--- src/rtl/dram_refresh_sched.sv ---
module dram_refresh_sched #(
  parameter int ROW_W  = 13,
  parameter int IVL_W  = 16,
  parameter int DEBT_W = 4,
  parameter int T_SU   = 1,
  parameter int T_RAS  = 8,
  parameter int T_RC   = 18
) (
  input  logic              clk,
  input  logic              rst_n,
  input  logic [IVL_W-1:0]  cfg_interval,
  input  logic [DEBT_W-1:0] cfg_urgent_lvl,
  input  logic              cfg_mode,
  input  logic              ref_gnt,
  output logic              ref_req,
  output logic              ref_urgent,
  output logic              ref_own,
  output logic              ras_n,
  output logic              cas_n,
  output logic              we_n,
  output logic [ROW_W-1:0]  ref_addr
);

  localparam int T_RP  = T_RC - T_RAS;
  localparam int TMR_W = $clog2(T_RC + T_SU + 1);
  localparam logic [TMR_W-1:0] SU_LAST  = TMR_W'(T_SU - 1);
  localparam logic [TMR_W-1:0] RAS_LAST = TMR_W'(T_RAS - 1);
  localparam logic [TMR_W-1:0] RP_LAST  = TMR_W'(T_RP - 1);
  localparam logic [DEBT_W-1:0] DEBT_MAX = '1;

  typedef enum logic [1:0] {S_IDLE, S_SETUP, S_ACT, S_PRE} st_t;

  st_t               st_q;
  logic [TMR_W-1:0]  tmr_q;
  logic [IVL_W-1:0]  ivl_q;
  logic [DEBT_W-1:0] debt_q;
  logic [ROW_W-1:0]  row_q;
  logic              mode_q;
  logic              tick, done, ph_end;

  assign tick = (cfg_interval != '0) && (ivl_q >= cfg_interval - 1'b1);
  assign done = (st_q == S_PRE) && (tmr_q == RP_LAST);

  always_comb begin
    case (st_q)
      S_SETUP: ph_end = (tmr_q == SU_LAST);
      S_ACT:   ph_end = (tmr_q == RAS_LAST);
      S_PRE:   ph_end = (tmr_q == RP_LAST);
      default: ph_end = 1'b0;
    endcase
  end

  always_ff @(posedge clk) begin
    if (!rst_n) ivl_q <= '0;
    else if (cfg_interval == '0 || tick) ivl_q <= '0;
    else ivl_q <= ivl_q + 1'b1;
  end

  always_ff @(posedge clk) begin
    if (!rst_n) begin
      st_q   <= S_IDLE;
      tmr_q  <= '0;
      mode_q <= 1'b0;
    end else if (st_q == S_IDLE) begin
      tmr_q <= '0;
      if (ref_req && ref_gnt) begin
        st_q   <= S_SETUP;
        mode_q <= cfg_mode;
      end
    end else if (ph_end) begin
      tmr_q <= '0;
      case (st_q)
        S_SETUP: st_q <= S_ACT;
        S_ACT:   st_q <= S_PRE;
        default: st_q <= S_IDLE;
      endcase
    end else begin
      tmr_q <= tmr_q + 1'b1;
    end
  end

  always_ff @(posedge clk) begin
    if (!rst_n) debt_q <= '0;
    else case ({tick, done})
      2'b10:   if (debt_q != DEBT_MAX) debt_q <= debt_q + 1'b1;
      2'b01:   debt_q <= debt_q - 1'b1;
      default: debt_q <= debt_q;
    endcase
  end

  always_ff @(posedge clk) begin
    if (!rst_n) row_q <= '0;
    else if (done && mode_q) row_q <= row_q + 1'b1;
  end

  assign ref_own    = (st_q != S_IDLE);
  assign ref_req    = (debt_q != '0) && !ref_own;
  assign ref_urgent = (debt_q > cfg_urgent_lvl);
  assign ras_n      = !(st_q == S_ACT);
  assign cas_n      = !(!mode_q && (st_q == S_SETUP || st_q == S_ACT));
  assign we_n       = 1'b1;
  assign ref_addr   = row_q;


  own_start_chk: assert property (@(posedge clk) disable iff (!rst_n)
    $rose(ref_own) |-> $past(ref_req && ref_gnt));


  cbr_order_chk: assert property (@(posedge clk) disable iff (!rst_n)
    ($fell(ras_n) && !cas_n) |-> $past(!cas_n));


  ras_owned_chk: assert property (@(posedge clk) disable iff (!rst_n)
    !ras_n |-> ref_own);


  row_step_chk: assert property (@(posedge clk) disable iff (!rst_n)
    (done && mode_q) |=> (ref_addr == $past(ref_addr) + 1'b1));


  row_hold_chk: assert property (@(posedge clk) disable iff (!rst_n)
    !(done && mode_q) |=> $stable(ref_addr));


  release_chk: assert property (@(posedge clk) disable iff (!rst_n)
    $fell(ref_own) |-> ($past(done) && ras_n && cas_n));


  debt_same_chk: assert property (@(posedge clk) disable iff (!rst_n)
    (tick && done) |=> $stable(debt_q));


  urgent_req_chk: assert property (@(posedge clk) disable iff (!rst_n)
    ref_urgent |-> (ref_req || ref_own || cfg_urgent_lvl != $past(cfg_urgent_lvl)
                    || debt_q != '0));

endmodule

--- config.mk ---
export PLATFORM = sky130hd
export DESIGN_NAME = dram_refresh_sched
export DESIGN_NICKNAME = d
export VERILOG_FILES = /design/src/rtl/dram_refresh_sched.sv
export SDC_FILE = /design/constraint.sdc
export NUM_CORES = 1
export LEC_CHECK = 0
export BUFFER_PORTS_ARGS = -buffer_cell sky130_fd_sc_hd__buf_2
export CAP_MARGIN = 20
export CORE_ASPECT_RATIO = 2
export CORE_MARGIN = 3
export CORE_UTILIZATION = 45
export CTS_BUF_LIST = sky130_fd_sc_hd__clkbuf_8 sky130_fd_sc_hd__clkbuf_16
export CTS_CLUSTER_DIAMETER = 100
export DETAILED_ROUTE_END_ITERATION = 10
export GPL_TIMING_DRIVEN = 0
export PLACE_DENSITY = 0.66
export RECOVER_POWER = 50
export SETUP_SLACK_MARGIN = 0.15
export SYNTH_ARGS = -nofsm -noshare
export SYNTH_HDL_FRONTEND = slang
export SYNTH_SLANG_ARGS = --single-unit
--- constraint.sdc ---
create_clock -name clk -period 10.7 [get_ports clk]
set_input_delay 1.07 -clock clk [delete_from_list [all_inputs] [get_ports clk]]
set_output_delay 1.07 -clock clk [all_outputs]
set_load 0.05 [all_outputs]
# Yosys cells after proc, flatten, opt, wreduce, memory -nomap -nowiden
# Index checks and enable logic that the tools add are counted.
dict set report word_totals {
  out_inout_bits 19
  regBits 41
  word_cells 57
  inputBits 24
}
dict set report op_classes {
  eq_ne 10
  n_bitwise 1
  n_reduce_logical 25
  n_lt_le_gt_ge 2
  mux 7
  addsub 6
}
# op n
set ops {}
lappend ops {{$add 16x1->16 const B} 1}
lappend ops {{$ge 16x16->1} 1}
lappend ops {{$logic_not 16->1} 1}
lappend ops {{$reduce_bool 16->1} 1}
lappend ops {{$sub 16x1->16 const B} 1}
lappend ops {{$add 13x1->13 const B} 1}
lappend ops {{$pmux 4 s2} 1}
lappend ops {{$eq 2x2->1 const B} 3}
lappend ops {{$logic_and 1x1->1} 6}
lappend ops {{$mux 2} 3}
lappend ops {{$reduce_and 2->1} 3}
lappend ops {{$reduce_bool 2->1} 3}
lappend ops {{$add 5x1->5 const B} 1}
lappend ops {{$eq 5x3->1 const B} 1}
lappend ops {{$eq 5x4->1 const B} 1}
lappend ops {{$logic_not 5->1} 1}
lappend ops {{$add 4x1->4 const B} 1}
lappend ops {{$eq 2x1->1 const B} 2}
lappend ops {{$gt 4x4->1} 1}
lappend ops {{$logic_not 1->1} 4}
lappend ops {{$mux 4} 1}
lappend ops {{$ne 4x4->1 const B} 1}
lappend ops {{$pmux 2 s2} 1}
lappend ops {{$reduce_bool 4->1} 1}
lappend ops {{9 further kinds} 10}

# Logic depth before layout (Yosys ltp)
# Gate-level depths: netlist of run 1.
dict set report logic_depth {
  word_depth 6
  depth_mapped 20
  depth_no_buf 20
}

# Worst setup path before layout of run 1
# OpenSTA, ideal clock, no wires.
dict set report synth_timing {
  path_type {input to register}
  start {in cfg_interval[2]}
  end {reg debt_q[3]}
  path_stages 18
  required_ns 10.571
  setup_slack_ns 5.817
  setup_time_ns 0.129
  t_arrival_ns 4.754
  cell_sequence {nor3_1 nand2b_1 or4_1 nor4b_1 xnor2_1 ha_1 nand4_2 nor2_2 a2111o_1 a311oi_4 o21ai_2 clkinv_4 ha_1 a21o_1 a21oi_1 nor3b_1 mux2i_1 o211ai_1}
}
dict set report synth_via {
  elab_chain_len 6
  elab_cells_between_ends 10
  cone_classes {add/sub (1); order compare (1); eq/ne (3); mux (1); reduce/logical (4)}
}
# item line
set synth_rtl {}
lappend synth_rtl {{start, declared} 11} ;# input logic [IVL_W-1:0] cfg_interval,
lappend synth_rtl {{$sub 16x1->16} 41} ;# assign tick = (cfg_interval != '0) && (ivl_q >= cfg_interval - 1'b1);
lappend synth_rtl {{$ge 16x16->1} 41}
lappend synth_rtl {{$logic_and 1x1->1 *} 41}
lappend synth_rtl {{$eq 2x2->1 or $eq 2x1->1 (tied branches)} 84} ;# else case ({tick, done})
lappend synth_rtl {{$ne 2x2->1 (no source line) or $reduce_bool 2->1 (tied branches)} -}
lappend synth_rtl {{$reduce_and 2->1 (no source line)} -}
lappend synth_rtl {{end signal, assigned} 85} ;# 2'b10: if (debt_q != DEBT_MAX) debt_q <= debt_q + 1'b1;
lappend synth_rtl {{end signal, assigned} 86} ;# 2'b01: debt_q <= debt_q - 1'b1;
lappend synth_rtl {{end signal, assigned} 87} ;# default: debt_q <= debt_q;
lappend synth_rtl {{end, declared} 36} ;# logic [DEBT_W-1:0] debt_q;
# Mark *: on every way between the ends. The rest lies on a longest branch, timed or not.
# A chain may end at the register's enable or synchronous reset.

# Worst setup path in the final report of run 1
# Same ends and word-level chain as after synthesis.

==> results.json, run 1 <==
{
  "p_clk_frac": 0.441,
  "final-max-slew-violation-count": 0,
  "tns_ns": 0,
  "synth_top_area_share": 0.297,
  "grt_overflow": 0,
  "finalPower_uw": 325,
  "final_net_count": 429,
  "rsz0062_at_grt": "false",
  "power.density_mw_per_mm2": 103,
  "clk_latency_ns": 0.28,
  "seq_power_share": 0.477,
  "die_y_um": 117,
  "clock_skew_ns": 0.00525,
  "ctsRootBufferMaster": "clkbuf_16",
  "numClockSinks": 41,
  "regArea_um2": 821,
  "hp-class": "reg -> reg",
  "drive_above_1_share": 0.129,
  "grt_pass1_wl_mm": 9.67,
  "grt_pass1_vias": 2335,
  "critical_path_required_ns": 10.86,
  "fillers": 610,
  "synthCells": 325,
  "ioPinCount": 43,
  "io_buffers": 40,
  "clk_pin_slew_ns": 0.06,
  "synth_area_per_cell_um2": 8.51,
  "ant_nets": 0,
  "cts_tree": "done",
  "postCtsResizedCells": 0,
  "p_sw_frac": 0.230,
  "synth_nets": 382,
  "relSlewSlack": 0.603,
  "cap_violations": 0,
  "final_cells": 434,
  "crit_fanout": 7,
  "start_kind": "input port",
  "track_usage": 0.177,
  "min_period_ns": 5.22,
  "dieArea_mm2": 0.00718,
  "yosys.area.top_type": "dfxtp_1",
  "viasPerCell": 5.44,
  "ys_ff_latch": 41,
  "p_leak_uw": 0.00134,
  "timing.fmax_mhz": 192,
  "cts-buffers-inserted": 5,
  "dp_hpwl_mm": 4.85,
  "wl_per_cell_um": 13.4,
  "rows": 39,
  "hold_viol_final": 0,
  "diodes": 0,
  "netSwitchingPower_uw": 75.0,
  "synth-async-reset-ratio": 0,
  "vias": 2361,
  "synth_area_leaders": "dfxtp_1 (30%), ha_1 (14%), xnor2_1 (6.3%), xor2_1 (6.0%), nor2_1 (4.2%)",
  "antenna_found_initial": 0,
  "synth_cell_types": 50,
  "drtIter0Drc": 79,
  "setup_viol": 0,
  "placed_cells": 426,
  "wl_mm": 5.83,
  "dr.pass1.iters": 4,
  "ys_warn_count": 0,
  "die_w_um": 61.4,
  "cts_max_level": 2,
  "fin_crit_sh": 0.488,
  "finish.utilization": 0.540,
  "cts_buffer_depth": 2,
  "cp_data_arrival_time_ns": 5.37,
  "syn_area_mm2": 0.00277,
  "holdBufCountCts": 0,
  "place_congestion": 0.771,
  "initial_utilization": 0.472,
  "worstSetupPathType": "in -> reg",
  "multiInputGateArea_mm2": 0.00182,
  "status": "finished clean",
  "combPwrFrac": 0.082,
  "synth_edf_count": 0,
  "end_kind": "flip-flop",
  "vdd_drop_max_v": 0.0000741,
  "syn_to_final_growth_pct": 14.2,
  "core_mm2": 0.00586,
  "yosysSeqAreaShare": 0.297,
  "worstMarginPinSlew_ns": 0.598,
  "p_int_uw": 250,
  "drc": 0,
  "synth_flop_cell": "dfxtp_1",
  "cts_setup_buffers": 0,
  "grt_start_max_net_pins": 14
}
## cells by family after synthesis
family	synth area share
and+or+nand+nor	0.266
adders and majority gates	0.152
xor gates and xnor gates	0.123
AOI/OAI and AO/OA	0.104
other	0.00136
buffers and inverters	0.0421
DFF	0.297
muxes	0.0145
## final timing paths
| check | slack [ns] | cells after the start | startpoint | end |
|---|---|---|---|---|
| min reg2reg | 0.49 | 1 | tmr_q[0] | tmr_q[0] |
| min | 0.49 | 1 | tmr_q[0] | tmr_q[0] |
| max reg2reg | 7.43 | 13 | ivl_q[11] | debt_q[3] |
| max | 5.48 | 19 | cfg_interval[2] | debt_q[3] |
## metrics by stage
stage | hold slack [ns] | instance area (um2) | setup slack, ns
after CTS | 0.506 | 3190 | 5.43
after detailed placement | 0.492 | 3040 | 5.17
after floorplan | 0.445 | 2770 | 5.82
final | 0.491 | 3160 | 5.48
after global placement | 0.467 | 3040 | 5.23
after global routing | 0.537 | 3160 | 5.18
## worst max-delay path, stage by stage
cell and delay [ns]:
buf_2 0.12, nor3_1 0.29, nand2b_1 0.13, or4_1 0.48, nor4b_1 0.36, xnor2_1 0.18
ha_1 0.29, nand4_2 0.17, nor2_2 0.07, a2111o_1 0.41, a311oi_4 0.43, o21ai_2 0.17
clkinv_4 0.10, ha_1 0.22, a21o_1 0.17, a21oi_1 0.33, nor3b_1 0.09, mux2i_1 0.16
o211ai_1 0.10
## routing by layer
metal,global-route usage,vias to the layer above,routed length [um]
met5,0,-,0
met4,0.0836,0,164
met3,0.0274,14,180
li1,-,1208,-
met1,0.159,1092,2060
met2,0.356,47,3420
## synth_stat cells (2+ instances only)
cell / instances
and2_1: 10
xor2_1: 19
clkbuf_1: 3
ha_1: 32
nand2b_1: 4
nand2_1: 30
nor2b_1: 3
nor2_2: 2
o21ai_1: 3
a21oi_1: 10
o21ai_0: 11
o311a_1: 3
o211ai_1: 2
nor4_1: 2
inv_1: 21
xnor2_1: 20
or3_1: 5
nand4_1: 7
dfxtp_1: 41
mux2i_1: 4
nand4_2: 2
buf_2: 2
nor2_1: 31
a21boi_0: 4
a21o_1: 2
nor3b_1: 2
nand3b_1: 2
nor3_1: 9
nand3_1: 11
and3_1: 8
## power by group through the flow
stage          Clock, uW  Sequential [uW]  Combinational, uW
2_1_floorplan          0              158               16.9
3_3_place_gp           0              159               26.4
3_5_place_dp           0              159               27.1
4_1_cts              147              155               27.1
5_1_grt              152              155               30.5
6_report             143              155               26.6
## flip-flops by register name, indices dropped and copies added, names as in the netlist
register  cells
debt_q        4
st_q          2
ref_addr     13
ivl_q        16
tmr_q         5
mode_q        1
## cell type report
class                      instances  share of cell area
buffer                             6             0.00871
clock buffer                       5              0.0396
clock inverter                     3             0.00554
inverter                          22              0.0277
multi-input combinational        256               0.576
sequential                        41               0.260
tap                               61              0.0242
timing repair buffer              40              0.0582
## cell usage in the layout (no fill, tap or decap), types with 3 or more instances in the layout
cell,count
a21boi_0,4
nor3_1,9
nand3_1,11
nand4_1,8
inv_1,21
clkbuf_16,5
o311a_1,3
nand2b_1,4
and3_1,8
mux2i_1,4
nand2_1,30
o21ai_1,3
and2_0,3
nor2b_1,3
nor2_1,31
and2_1,8
ha_1,32
or3_1,5
o21ai_0,11
a21oi_1,10
buf_2,28
xor2_1,19
clkbuf_1,17
dfxtp_1,41
xnor2_1,20
Note: power is estimated with default switching activity, not from simulation.
==> run 2, diff against run 1 <==
--- a/config.mk
+++ b/config.mk
@@ -14,7 +14,7 @@
 export CTS_CLUSTER_DIAMETER = 100
 export DETAILED_ROUTE_END_ITERATION = 10
 export GPL_TIMING_DRIVEN = 0
-export PLACE_DENSITY = 0.66
+export PLACE_DENSITY = 0.68
 export RECOVER_POWER = 50
 export SETUP_SLACK_MARGIN = 0.15
 export SYNTH_ARGS = -nofsm -noshare
==> constraint.sdc (replaced) <==
create_clock -name clk -period 4.75 [get_ports clk]
set_input_delay 0.475 -clock clk [delete_from_list [all_inputs] [get_ports clk]]
set_output_delay 0.475 -clock clk [all_outputs]
set_load 0.05 [all_outputs]
==> results.json, run 2 (same netlist as run 1, synthesis figures left out) <==
{
  "layout_commonest_cell": "dfxtp_1",
  "final_net_count": 429,
  "dr.pass1.iters": 4,
  "min_path_cells": 3,
  "mostFrequentLayoutCells": "dfxtp_1 (41), ha_1 (32), nor2_1 (31)",
  "clk_latency_ns": 0.28,
  "diodes": 0,
  "dp_hpwl_mm": 4.84,
  "cap_violations": 0,
  "drtIter0Drc": 44,
  "ioPinCount": 43,
  "r2r-start": "ivl_q[11]",
  "worstSetupPathType": "in -> reg",
  "grt_start_max_net_pins": 13,
  "holdBufCountCts": 0,
  "start_kind": "input port",
  "largest_reg_flops": 16,
  "die_y_um": 117,
  "final-max-slew-violation-count": 0,
  "worstMarginPinSlew_ns": 0.600,
  "cp_data_arrival_time_ns": 4.48,
  "wl_per_cell_um": 13.4,
  "setup_viol": 0,
  "postCtsResizedCells": 0,
  "critical_path_required_ns": 4.92,
  "wl_mm": 5.82,
  "cts_tree": "done",
  "r2r_cells": 13,
  "clock_skew_ns": 0.00649,
  "power.density_mw_per_mm2": 250,
  "min_period_ns": 4.32,
  "timing.fmax_mhz": 232,
  "cts-buffers-inserted": 5,
  "end_kind": "flip-flop",
  "dieArea_mm2": 0.00718,
  "syn_to_final_growth_pct": 15.9,
  "cts_buffer_depth": 2,
  "vdd_drop_max_v": 0.000159,
  "clk_pin_slew_ns": 0.06,
  "die_w_um": 61.4,
  "vias": 2360,
  "r2r-end": "debt_q[3]",
  "post_dp_cell_area_mm2": 0.00304,
  "io_buffers": 40,
  "viasPerCell": 5.44,
  "grt_pass1_vias": 2323,
  "drive_above_1_share": 0.129,
  "numClockSinks": 41,
  "rows": 39,
  "grt_pass1_wl_mm": 9.67,
  "hold_viol_final": 0,
  "status": "finished clean",
  "cts_max_level": 2,
  "crit_fanout": 7,
  "initial_utilization": 0.472,
  "antenna_found_initial": 0,
  "core_mm2": 0.00586,
  "rrSetupSlack_ns": 1.54,
  "grt_overflow": 0,
  "worst_hold_path.endpoint": "mode_q",
  "track_usage": 0.178,
  "p_leak_uw": 0.00135,
  "relSlewSlack": 0.602,
  "cts_setup_buffers": 0,
  "whs_ns": 0.464,
  "worst_slack_ns": 0.432,
  "top_register": "ivl_q",
  "place_congestion": 0.811,
  "hp-class": "in -> reg",
  "stdcell_area_mm2": 0.00321,
  "fin_crit_sh": 0.909,
  "pre_cts_ws_ns": -0.108,
  "ctsRootBufferMaster": "clkbuf_16",
  "ant_nets": 0,
  "worstHoldStart": "cfg_mode",
  "rsz0062_at_grt": "false",
  "drc": 0
}
==> run 2: cell types whose count changed in the layout (fill, tap and decap cells not counted), sizes merged <==
cell,before,now
buf,29,26
bufinv,0,1
clkbuf,22,26
clkinv,3,1
clkinvlp,1,0
inv,21,22
==> run 2: worst max path at each step <==
| stage | from | to | slack (ns) | cells after the start |
|---|---|---|---|---|
| after floorplan | cfg_interval[2] | debt_q[3] | 0.46 | 18 |
| after global placement | cfg_interval[2] | debt_q[3] | -0.02 | 19 |
| after detailed placement | cfg_interval[2] | debt_q[3] | -0.11 | 19 |
| after CTS | cfg_interval[2] | debt_q[3] | 0.16 | 19 |
| after global routing | cfg_interval[2] | debt_q[3] | 0.17 | 19 |
| final | cfg_interval[2] | debt_q[3] | 0.43 | 19 |
==> run 2: metal layers <==
metal  vias to the layer above  track usage  wire length, um
li1                       1212            -                -
met1                      1090        0.156             2110
met2                        48        0.364             3370
met3                        10       0.0274              196
met4                         0       0.0751              133
met5                         -            0                0
==> run 2: power breakdown <==
group / switching (uW) / internal [uW] / total [uW]
combinational: 35.3 / 25.4 / 60.8
sequential: 3.59 / 346 / 350
clock: 132 / 260 / 392
total: 171 / 632 / 803
==> run 2: critical path: stages <==
cell and delay (ns):
buf_2 0.13, nor3_2 0.23, nand2b_1 0.11, or4_1 0.49, nor4b_2 0.28, xnor2_1 0.16, ha_1 0.28, nand4_2 0.17
nor2_2 0.06, a2111o_1 0.43, a311oi_4 0.43, o21ai_2 0.17, clkinv_4 0.10, ha_1 0.22, a21o_1 0.19, a21oi_2 0.23
nor3b_1 0.08, mux2i_1 0.16, o211ai_1 0.10
==> run 2: stage by stage <==
step / util / TNS (ns) / cells / power (uW)
2_1_floorplan: - / 0 / 325 / 394
4_1_cts: 0.549 / 0 / 434 / 811
6_report: 0.547 / 0 / 434 / 803
5_1_grt: 0.547 / 0 / 434 / 835
3_5_place_dp: 0.520 / -0.108 / 426 / 419
3_3_place_gp: 0.520 / -0.0166 / 426 / 416
==> run 2: final cells by class <==
type                            count  area, um2
Multi-Input combinational cell    256       1840
Timing Repair Buffer               40        180
Clock inverter                      2       33.8
Inverter                           22       87.6
Buffer                              6       27.5
Tap cell                           61       76.3
Fill cell                         568       2650
Sequential cell                    41        821
Clock buffer                        6        139
==> run 3, diff against run 2 <==
--- a/config.mk
+++ b/config.mk
@@ -10,10 +10,11 @@
 export CORE_ASPECT_RATIO = 2
 export CORE_MARGIN = 3
 export CORE_UTILIZATION = 45
-export CTS_BUF_LIST = sky130_fd_sc_hd__clkbuf_8 sky130_fd_sc_hd__clkbuf_16
+export CTS_BUF_LIST = sky130_fd_sc_hd__clkbuf_4
 export CTS_CLUSTER_DIAMETER = 100
 export DETAILED_ROUTE_END_ITERATION = 10
 export GPL_TIMING_DRIVEN = 0
+export HOLD_SLACK_MARGIN = 0.02
 export PLACE_DENSITY = 0.68
 export RECOVER_POWER = 50
 export SETUP_SLACK_MARGIN = 0.15
==> results.json, run 3 (same netlist as run 1, synthesis figures left out) <==
{
  "status": "finished clean",
  "critical_path_required_ns": 5.00,
  "ant_nets": 0,
  "ctsRootBufferMaster": "clkbuf_4",
  "worstSetupPathType": "in -> reg",
  "clk_pin_slew_ns": 0.12,
  "cts-buffers-inserted": 5,
  "io_buffers": 40,
  "track_usage": 0.178,
  "dieArea_mm2": 0.00718,
  "grt_start_max_net_pins": 13,
  "diodes": 0,
  "core_mm2": 0.00586,
  "setup_viol": 0,
  "worstMarginPinSlew_ns": 0.600,
  "wl_per_cell_um": 13.4,
  "initial_utilization": 0.472,
  "ioPinCount": 43,
  "hold_viol_final": 0,
  "top_register": "ivl_q",
  "final_net_count": 429,
  "mostFrequentLayoutCells": "dfxtp_1 (41), ha_1 (32), nor2_1 (31)",
  "crit_fanout": 7,
  "drtIter0Drc": 50,
  "fin_crit_sh": 0.908,
  "layout_commonest_cell": "dfxtp_1",
  "grt_pass1_wl_mm": 9.72,
  "viasPerCell": 5.43,
  "rsz0062_at_grt": "false",
  "cts_buffer_depth": 2,
  "die_w_um": 61.4,
  "clock_skew_ns": 0.0170,
  "drc": 0,
  "cp_data_arrival_time_ns": 4.56,
  "dr.pass1.iters": 4,
  "rows": 39,
  "drive_above_1_share": 0.126,
  "final_cells": 434,
  "largest_reg_flops": 16,
  "wl_mm": 5.81,
  "cts_tree": "done",
  "relSlewSlack": 0.602,
  "cts_max_level": 2,
  "timing.fmax_mhz": 232,
  "start_kind": "input port",
  "pre_cts_ws_ns": -0.108,
  "die_y_um": 117,
  "vias": 2356,
  "hp-class": "in -> reg",
  "p_leak_uw": 0.00130,
  "antenna_found_initial": 0,
  "dp_hpwl_mm": 4.84,
  "power.density_mw_per_mm2": 205,
  "numClockSinks": 41,
  "worst_slack_ns": 0.438,
  "end_kind": "flip-flop",
  "place_congestion": 0.811,
  "final-max-slew-violation-count": 0,
  "cap_violations": 0,
  "syn_to_final_growth_pct": 12.2,
  "clk_latency_ns": 0.35,
  "min_period_ns": 4.31,
  "placed_cells": 426,
  "grt_overflow": 0,
  "vdd_drop_max_v": 0.0000858,
  "grt_pass1_vias": 2335
}
## run 3: through the flow
step / area [um2] / power, uW / hold slack [ns] / utilization / TNS [ns]
2_1_floorplan: 2770 / 394 / 0.445 / - / 0
3_3_place_gp: 3040 / 416 / 0.466 / 0.520 / -0.0166
3_5_place_dp: 3040 / 419 / 0.470 / 0.520 / -0.108
4_1_cts: 3120 / 647 / 0.363 / 0.533 / 0
5_1_grt: 3100 / 669 / 0.390 / 0.530 / 0
6_report: 3100 / 637 / 0.380 / 0.530 / 0
## run 3: what timing repair did
action	in CTS	in global routing
endpoints found under the hold margin	0	0
buffers inserted	0	0
resized for setup	0	2
hold buffers	0	0
setup endpoints to repair	0	1
## run 3: worst max-delay path, stage by stage
cell and delay (ns):
buf_2 0.12, nor3_1 0.29, nand2b_1 0.13, or4_1 0.49
nor4b_2 0.28, xnor2_1 0.16, ha_1 0.28, nand4_2 0.17
nor2_2 0.06, a2111o_1 0.43, a311oi_4 0.43, o21ai_2 0.17
clkinv_4 0.10, ha_1 0.22, a21o_1 0.19, a21oi_2 0.23
nor3b_1 0.08, mux2i_1 0.16, o211ai_1 0.10
## run 3: final timing paths
kind	from	end	slack, ns	cells after the start
max	cfg_interval[2]	debt_q[3]	0.44	19
max reg2reg	ivl_q[11]	debt_q[3]	1.54	13
min reg2reg	tmr_q[0]	tmr_q[0]	0.49	1
min	cfg_mode	mode_q	0.38	3
## run 3: final cells by class
cell class,count,area [um2]
buffer,6,27.5
inverter,22,87.6
multi-input combinational,256,1830
timing repair buffer,40,181
clock inverter,2,33.8
clock buffer,6,45.0
fill,578,2750
sequential,41,821
tap,61,76.3
## run 3: layer usage
layer	GRT usage	part of all wire	vias up
met1	0.156	0.36	1086
met5	0	0	-
met3	0.0274	0.036	11
li1	-	-	1210
met4	0.0708	0.023	0
met2	0.366	0.58	49
## run 3: report_power, final
part | switching [uW] | internal (uW) | leakage [uW]
Sequential | 3.60 | 346 | 0.000331
Clock | 112 | 115 | 0.0000433
Combinational | 34.8 | 25.2 | 0.000931
